[src/rtl/pw_pkg.sv]
package pw_pkg;
  typedef enum logic [2:0] {
    W_IDLE  = 3'd0,
    W_DREQ  = 3'd1,
    W_DWAIT = 3'd2,
    W_TREQ  = 3'd3,
    W_TWAIT = 3'd4,
    W_RESP  = 3'd5
  } walk_state_t;

  localparam int PRESENT_BIT = 0;
  localparam int ENTRY_SHIFT = 2;
endpackage

[src/rtl/pw_entry_addr.sv]
module pw_entry_addr #(
  parameter int ADDR_W   = 32,
  parameter int OFF_BITS = 12,
  parameter int IDX_W    = 10
) (
  input  logic [ADDR_W-OFF_BITS-1:0] frame,
  input  logic [IDX_W-1:0]           idx,
  output logic [ADDR_W-1:0]          addr
);
  localparam int SLOT_W = OFF_BITS - pw_pkg::ENTRY_SHIFT;
  logic [SLOT_W-1:0] slot;
  assign slot = SLOT_W'(idx);
  assign addr = {frame, slot, {pw_pkg::ENTRY_SHIFT{1'b0}}};
endmodule

[src/rtl/pw_ctrl.sv]
module pw_ctrl
  import pw_pkg::*;
#(
  parameter int ADDR_W   = 32,
  parameter int OFF_BITS = 12
) (
  input  logic                       clk,
  input  logic                       rst_n,
  input  logic                       paging_en,
  input  logic [ADDR_W-OFF_BITS-1:0] base_frame,
  input  logic                       req_valid,
  output logic                       req_ready,
  input  logic [ADDR_W-1:0]          req_laddr,
  output logic                       rsp_valid,
  output logic [ADDR_W-1:0]          rsp_paddr,
  output logic                       rsp_fault,
  input  logic                       rsp_ready,
  output logic                       mem_req_valid,
  input  logic                       mem_req_ready,
  input  logic                       mem_rsp_valid,
  input  logic [ADDR_W-1:0]          mem_rsp_data,
  output logic                       tbl_stage,
  output logic [ADDR_W-1:0]          lad_q,
  output logic [ADDR_W-OFF_BITS-1:0] base_q,
  output logic [ADDR_W-OFF_BITS-1:0] dent_q
);
  localparam int FRAME_W = ADDR_W - OFF_BITS;

  walk_state_t st;
  logic [ADDR_W-1:0] paddr_q;
  logic fault_q;
  logic present;
  logic [FRAME_W-1:0] rd_frame;
  logic unused_entry_bits;

  assign present  = mem_rsp_data[PRESENT_BIT];
  assign rd_frame = mem_rsp_data[ADDR_W-1:OFF_BITS];
  assign unused_entry_bits = ^mem_rsp_data[OFF_BITS-1:1];

  always_ff @(posedge clk or negedge rst_n) begin
    if (!rst_n) begin
      st      <= W_IDLE;
      lad_q   <= '0;
      base_q  <= '0;
      dent_q  <= '0;
      paddr_q <= '0;
      fault_q <= 1'b0;
    end else begin
      case (st)
        W_IDLE: if (req_valid) begin
          lad_q  <= req_laddr;
          base_q <= base_frame;
          if (paging_en) st <= W_DREQ;
          else begin
            paddr_q <= req_laddr;
            fault_q <= 1'b0;
            st      <= W_RESP;
          end
        end
        W_DREQ: if (mem_req_ready) st <= W_DWAIT;
        W_DWAIT: if (mem_rsp_valid) begin
          if (!present) begin
            paddr_q <= lad_q;
            fault_q <= 1'b1;
            st      <= W_RESP;
          end else begin
            dent_q <= rd_frame;
            st     <= W_TREQ;
          end
        end
        W_TREQ: if (mem_req_ready) st <= W_TWAIT;
        W_TWAIT: if (mem_rsp_valid) begin
          if (!present) begin
            paddr_q <= lad_q;
            fault_q <= 1'b1;
          end else begin
            paddr_q <= {rd_frame, lad_q[OFF_BITS-1:0]};
            fault_q <= 1'b0;
          end
          st <= W_RESP;
        end
        W_RESP: if (rsp_ready) st <= W_IDLE;
        default: st <= W_IDLE;
      endcase
    end
  end

  assign req_ready     = (st == W_IDLE);
  assign rsp_valid     = (st == W_RESP);
  assign mem_req_valid = (st == W_DREQ) || (st == W_TREQ);
  assign tbl_stage     = (st == W_TREQ);
  assign rsp_paddr     = paddr_q;
  assign rsp_fault     = fault_q;
endmodule

[src/rtl/pt_walker.sv]
module pt_walker #(
  parameter int ADDR_W   = 32,
  parameter int OFF_BITS = 12
) (
  input  logic              clk,
  input  logic              rst_n,
  input  logic              paging_en,
  input  logic [ADDR_W-1:0] dir_base,
  input  logic              req_valid,
  output logic              req_ready,
  input  logic [ADDR_W-1:0] req_laddr,
  output logic              rsp_valid,
  input  logic              rsp_ready,
  output logic [ADDR_W-1:0] rsp_paddr,
  output logic              rsp_fault,
  output logic              mem_req_valid,
  input  logic              mem_req_ready,
  output logic [ADDR_W-1:0] mem_req_addr,
  input  logic              mem_rsp_valid,
  input  logic [ADDR_W-1:0] mem_rsp_data
);
  localparam int FRAME_W  = ADDR_W - OFF_BITS;
  localparam int TBL_BITS = OFF_BITS - pw_pkg::ENTRY_SHIFT;
  localparam int DIR_BITS = ADDR_W - OFF_BITS - TBL_BITS;

  logic                tbl_stage;
  logic [ADDR_W-1:0]   lad_q;
  logic [FRAME_W-1:0]  base_q;
  logic [FRAME_W-1:0]  dent_q;
  logic [ADDR_W-1:0]   dir_addr;
  logic [ADDR_W-1:0]   tbl_addr;
  logic                unused_base_bits;

  assign unused_base_bits = ^dir_base[OFF_BITS-1:0];

  pw_ctrl #(.ADDR_W(ADDR_W), .OFF_BITS(OFF_BITS)) u_ctrl (
    .clk(clk), .rst_n(rst_n), .paging_en(paging_en),
    .base_frame(dir_base[ADDR_W-1:OFF_BITS]),
    .req_valid(req_valid), .req_ready(req_ready), .req_laddr(req_laddr),
    .rsp_valid(rsp_valid), .rsp_paddr(rsp_paddr), .rsp_fault(rsp_fault),
    .rsp_ready(rsp_ready),
    .mem_req_valid(mem_req_valid), .mem_req_ready(mem_req_ready),
    .mem_rsp_valid(mem_rsp_valid), .mem_rsp_data(mem_rsp_data),
    .tbl_stage(tbl_stage), .lad_q(lad_q), .base_q(base_q), .dent_q(dent_q)
  );

  pw_entry_addr #(.ADDR_W(ADDR_W), .OFF_BITS(OFF_BITS), .IDX_W(DIR_BITS)) u_dir_addr (
    .frame(base_q), .idx(lad_q[ADDR_W-1 -: DIR_BITS]), .addr(dir_addr)
  );

  pw_entry_addr #(.ADDR_W(ADDR_W), .OFF_BITS(OFF_BITS), .IDX_W(TBL_BITS)) u_tbl_addr (
    .frame(dent_q), .idx(lad_q[OFF_BITS +: TBL_BITS]), .addr(tbl_addr)
  );

  assign mem_req_addr = tbl_stage ? tbl_addr : dir_addr;
endmodule

[config.mk]
export PLATFORM = sky130hd
export DESIGN_NAME = pt_walker
export DESIGN_NICKNAME = d
export VERILOG_FILES = /design/src/rtl/pw_pkg.sv /design/src/rtl/pw_entry_addr.sv /design/src/rtl/pw_ctrl.sv /design/src/rtl/pt_walker.sv
export SDC_FILE = /design/constraint.sdc
export NUM_CORES = 1
export LEC_CHECK = 0
export BUFFER_PORTS_ARGS = -buffer_cell sky130_fd_sc_hd__buf_4
export CAP_MARGIN = 20
export CELL_PAD_IN_SITES_DETAIL_PLACEMENT = 1
export CELL_PAD_IN_SITES_GLOBAL_PLACEMENT = 1
export CORE_MARGIN = 2
export CORE_UTILIZATION = 30
export DETAILED_ROUTE_END_ITERATION = 10
export MAX_ROUTING_LAYER = met4
export PLACE_DENSITY_LB_ADDON = 0.2
export SLEW_MARGIN = 20
export SYNTH_ARGS = -nofsm -noshare
export SYNTH_HDL_FRONTEND = slang
export SYNTH_HIERARCHICAL = 1
export SYNTH_SLANG_ARGS = --single-unit
[constraint.sdc]
create_clock -name clk -period 1.8 [get_ports clk]
set_input_delay 0.27 -clock clk [delete_from_list [all_inputs] [get_ports clk]]
set_output_delay 0.27 -clock clk [all_outputs]
set_load 0.005 [all_outputs]
==> flow_summary.ini <==
[outcome]
status = complete, but fails checks
violations = negative setup slack

[job]
maxCapViolations = 0

[synth]
ys_ff_latch = 108
syn_avg_cell_area_um2 = 11.53
synth_edf_count = 0
syn_area_mm2 = 0.006111
synthArstFlopShare_pct = 100.0
yosysWarnings = 6
synth_cell_types = 39
synthFlopType = dfrtp_1
syn_inst = 530
yosysSeqAreaShare_pct = 44.23

[routing]
avgRoutedWirePerCell_um = 20.94
drt_wl_total_um = 19100
route.antenna.remaining_nets = 0
vias = 4453
first_iter_violations = 205
drc = 0
dr.pass1.iters = 5
drt-vias-per-instance = 4.883

[sta]
setup_viol = 83
finalHoldViolCount = 0
fin_worst_skew_ns = 0.01126
fmax_mhz = 491.3
worst_slack_ns = -0.2356
fin_hold_ws_ns = 0.1258
drv_slew = 0
fin_setup_tns_ns = -13.17
rsz0062_at_grt = true
fin_crit_sh_pct = 113.1
period_minus_slack_ns = 2.036

[layout]
finalCoreUtilization_pct = 40.43
area_delta_synth_final_pct = 33.03
drive_above_1_share_pct = 52.02
antenna_cells = 0
finalNetCount = 740
layout_common_cells = 140 x buf_4, 106 x dfrtp_1, 61 x mux2_2, 48 x a21oi_1, 34 x buf_6
final_common_cell = buf_4

[clock_network]
tritoncts = done
cts_root_buf = clkbuf_16
h-tree-depth = 3
clock_latency_ns = 0.36
numCtsBuffers = 9
clock_path_buffers = 2
clk_pin_slew_ns = 0.08
clock_sinks = 108

[setup_path]
arrival_ns = 1.77
end_kind = output pin
start_kind = register
required_ns = 1.53
critical_path_class = register to output pin
cp_max_fo = 6

[floorplan]
core_area_mm2 = 0.02010
io_pins = 171
rows = 52
initial_core_util_pct = 30.40
die_area_mm2 = 0.02153
die_width_um = 146.7
dieHeight_um = 146.7

[global_routing]
antenna_found_initial = 0
grtUsageTotal_pct = 16.86
grt.overflow.total = 0
grt_pass1_vias = 4759
grt_pass1_wl_um = 27460
grt_max_degree = 53

[placed_design]
dp_hpwl_um = 12460
routabilityCongestion = 0.7919
port_buffers = 145

[pwr]
power_mw = 15.34
leakagePower_nw = 3.654
ir_worst_vdd_uv = 875.2
p_per_area_mw_per_mm2 = 1887

[hold_path]
holdCritPathClass = input port to register
flip-flops by register name, indices dropped and copies added (netlist names):
signal            flops
u_ctrl/lad_q         32
u_ctrl/rsp_paddr     32
u_ctrl/base_q        20
u_ctrl/dent_q        20
u_ctrl/st             3
u_ctrl/rsp_fault      1
worst paths after layout:
| check | startpoint | endpoint | slack (ns) | cells past startpoint |
|---|---|---|---|---|
| worst max-delay path | u_ctrl/st[2]$_DFFE_PN0P_ | mem_req_addr[16] | -0.24 | 6 |
| worst min-delay path | dir_base[19] | u_ctrl/base_q[7]$_DFFE_PN0P_ | 0.13 | 2 |
| worst max register to register | u_ctrl/st[2]$_DFFE_PN0P_ | u_ctrl/base_q[4]$_DFFE_PN0P_ | -0.16 | 6 |
| worst min register to register | u_ctrl/lad_q[6]$_DFFE_PN0P_ | u_ctrl/lad_q[6]$_DFFE_PN0P_ | 0.49 | 1 |
| max in group asynchronous | rst_n | u_ctrl/lad_q[5]$_DFFE_PN0P_ | 0.84 | 3 |
| min in group asynchronous | rst_n | u_ctrl/base_q[15]$_DFFE_PN0P_ | 0.37 | 2 |
repair_timing:
item	in CTS	in global routing
hold buffers	1	0
pin swaps	3	4
resized for setup	14	54
gates cloned	2	12
setup buffers	8	6
setup endpoints to repair	62	117
hold endpoints to repair	20	0
critical path: stages (launching register included):
cell and delay, ns:
dfrtp_1 0.39, nand2b_4 0.15, nor2_4 0.13, buf_6 0.15, clkbuf_16 0.16, mux2_4 0.30, buf_6 0.12
where the power goes:
part           switching (mW)  internal [mW]  total (mW)
registers               0.795           3.64        4.43
clock network            1.07           1.13        2.21
logic                    3.83           4.86        8.70
metal layers:
layer  track usage [%]  part of all wire (%)  vias to the layer above
met3             2.360                   3.1                       15
met5                 -                     0                        -
met2             29.27                    53                       95
met4             4.903                   1.3                        0
li1                  -                     -                     2064
met1             20.49                    43                     2279
metrics by stage:
step	cell area, um2	std cells	setup slack, ns
floorplan	6118	532	0.08052
CTS	7671	897	-0.3052
global route	8129	912	-0.2983
finish	8129	912	-0.2356
global placement	7159	870	0.01581
detailed placement	7159	870	-0.1014
area by class of cell:
cell class                      instances  area [um2]
Clock buffer                            9       225.2
Clock inverter                          7       105.1
Fill cell                            2159       11980
Inverter                                9       33.78
Multi-Input combinational cell        310        2758
Sequential cell                       108        2705
Tap cell                              270       337.8
Timing Repair Buffer                  199        1964
synth_stat cells (3+ instances only):
cell / number / area (um2)
a21oi_1: 49 / 245.2
a22oi_1: 6 / 45.04
a2bb2oi_1: 6 / 52.55
a31oi_1: 27 / 168.9
a32oi_1: 6 / 52.55
buf_12: 3 / 60.06
buf_2: 19 / 95.09
buf_4: 66 / 495.5
buf_6: 7 / 78.83
clkbuf_1: 11 / 41.29
dfrtp_1: 108 / 2703
inv_1: 9 / 33.78
mux2_1: 12 / 135.1
mux2_2: 63 / 709.4
mux2_4: 30 / 450.4
mux2i_1: 27 / 270.3
nand2_1: 19 / 71.32
nand3_1: 6 / 30.03
nor2_1: 5 / 18.77
nor4bb_1: 6 / 60.06
o21ai_0: 7 / 35.03
o22ai_1: 15 / 93.84
cell families (layout without fill, tap and decap cells):
group | count (synthesis) | in the layout | synth area share, %
xor gates and xnor gates | 2 | 2 | 0.2867
other | 2 | 4 | 0.1229
muxes | 132 | 132 | 25.61
buffers and inverters | 115 | 224 | 13.17
AOI/OAI and AO/OA | 119 | 119 | 11.79
and+or+nand+nor | 52 | 53 | 4.791
DFF | 108 | 108 | 44.23
(Power assumes the default switching activity.)
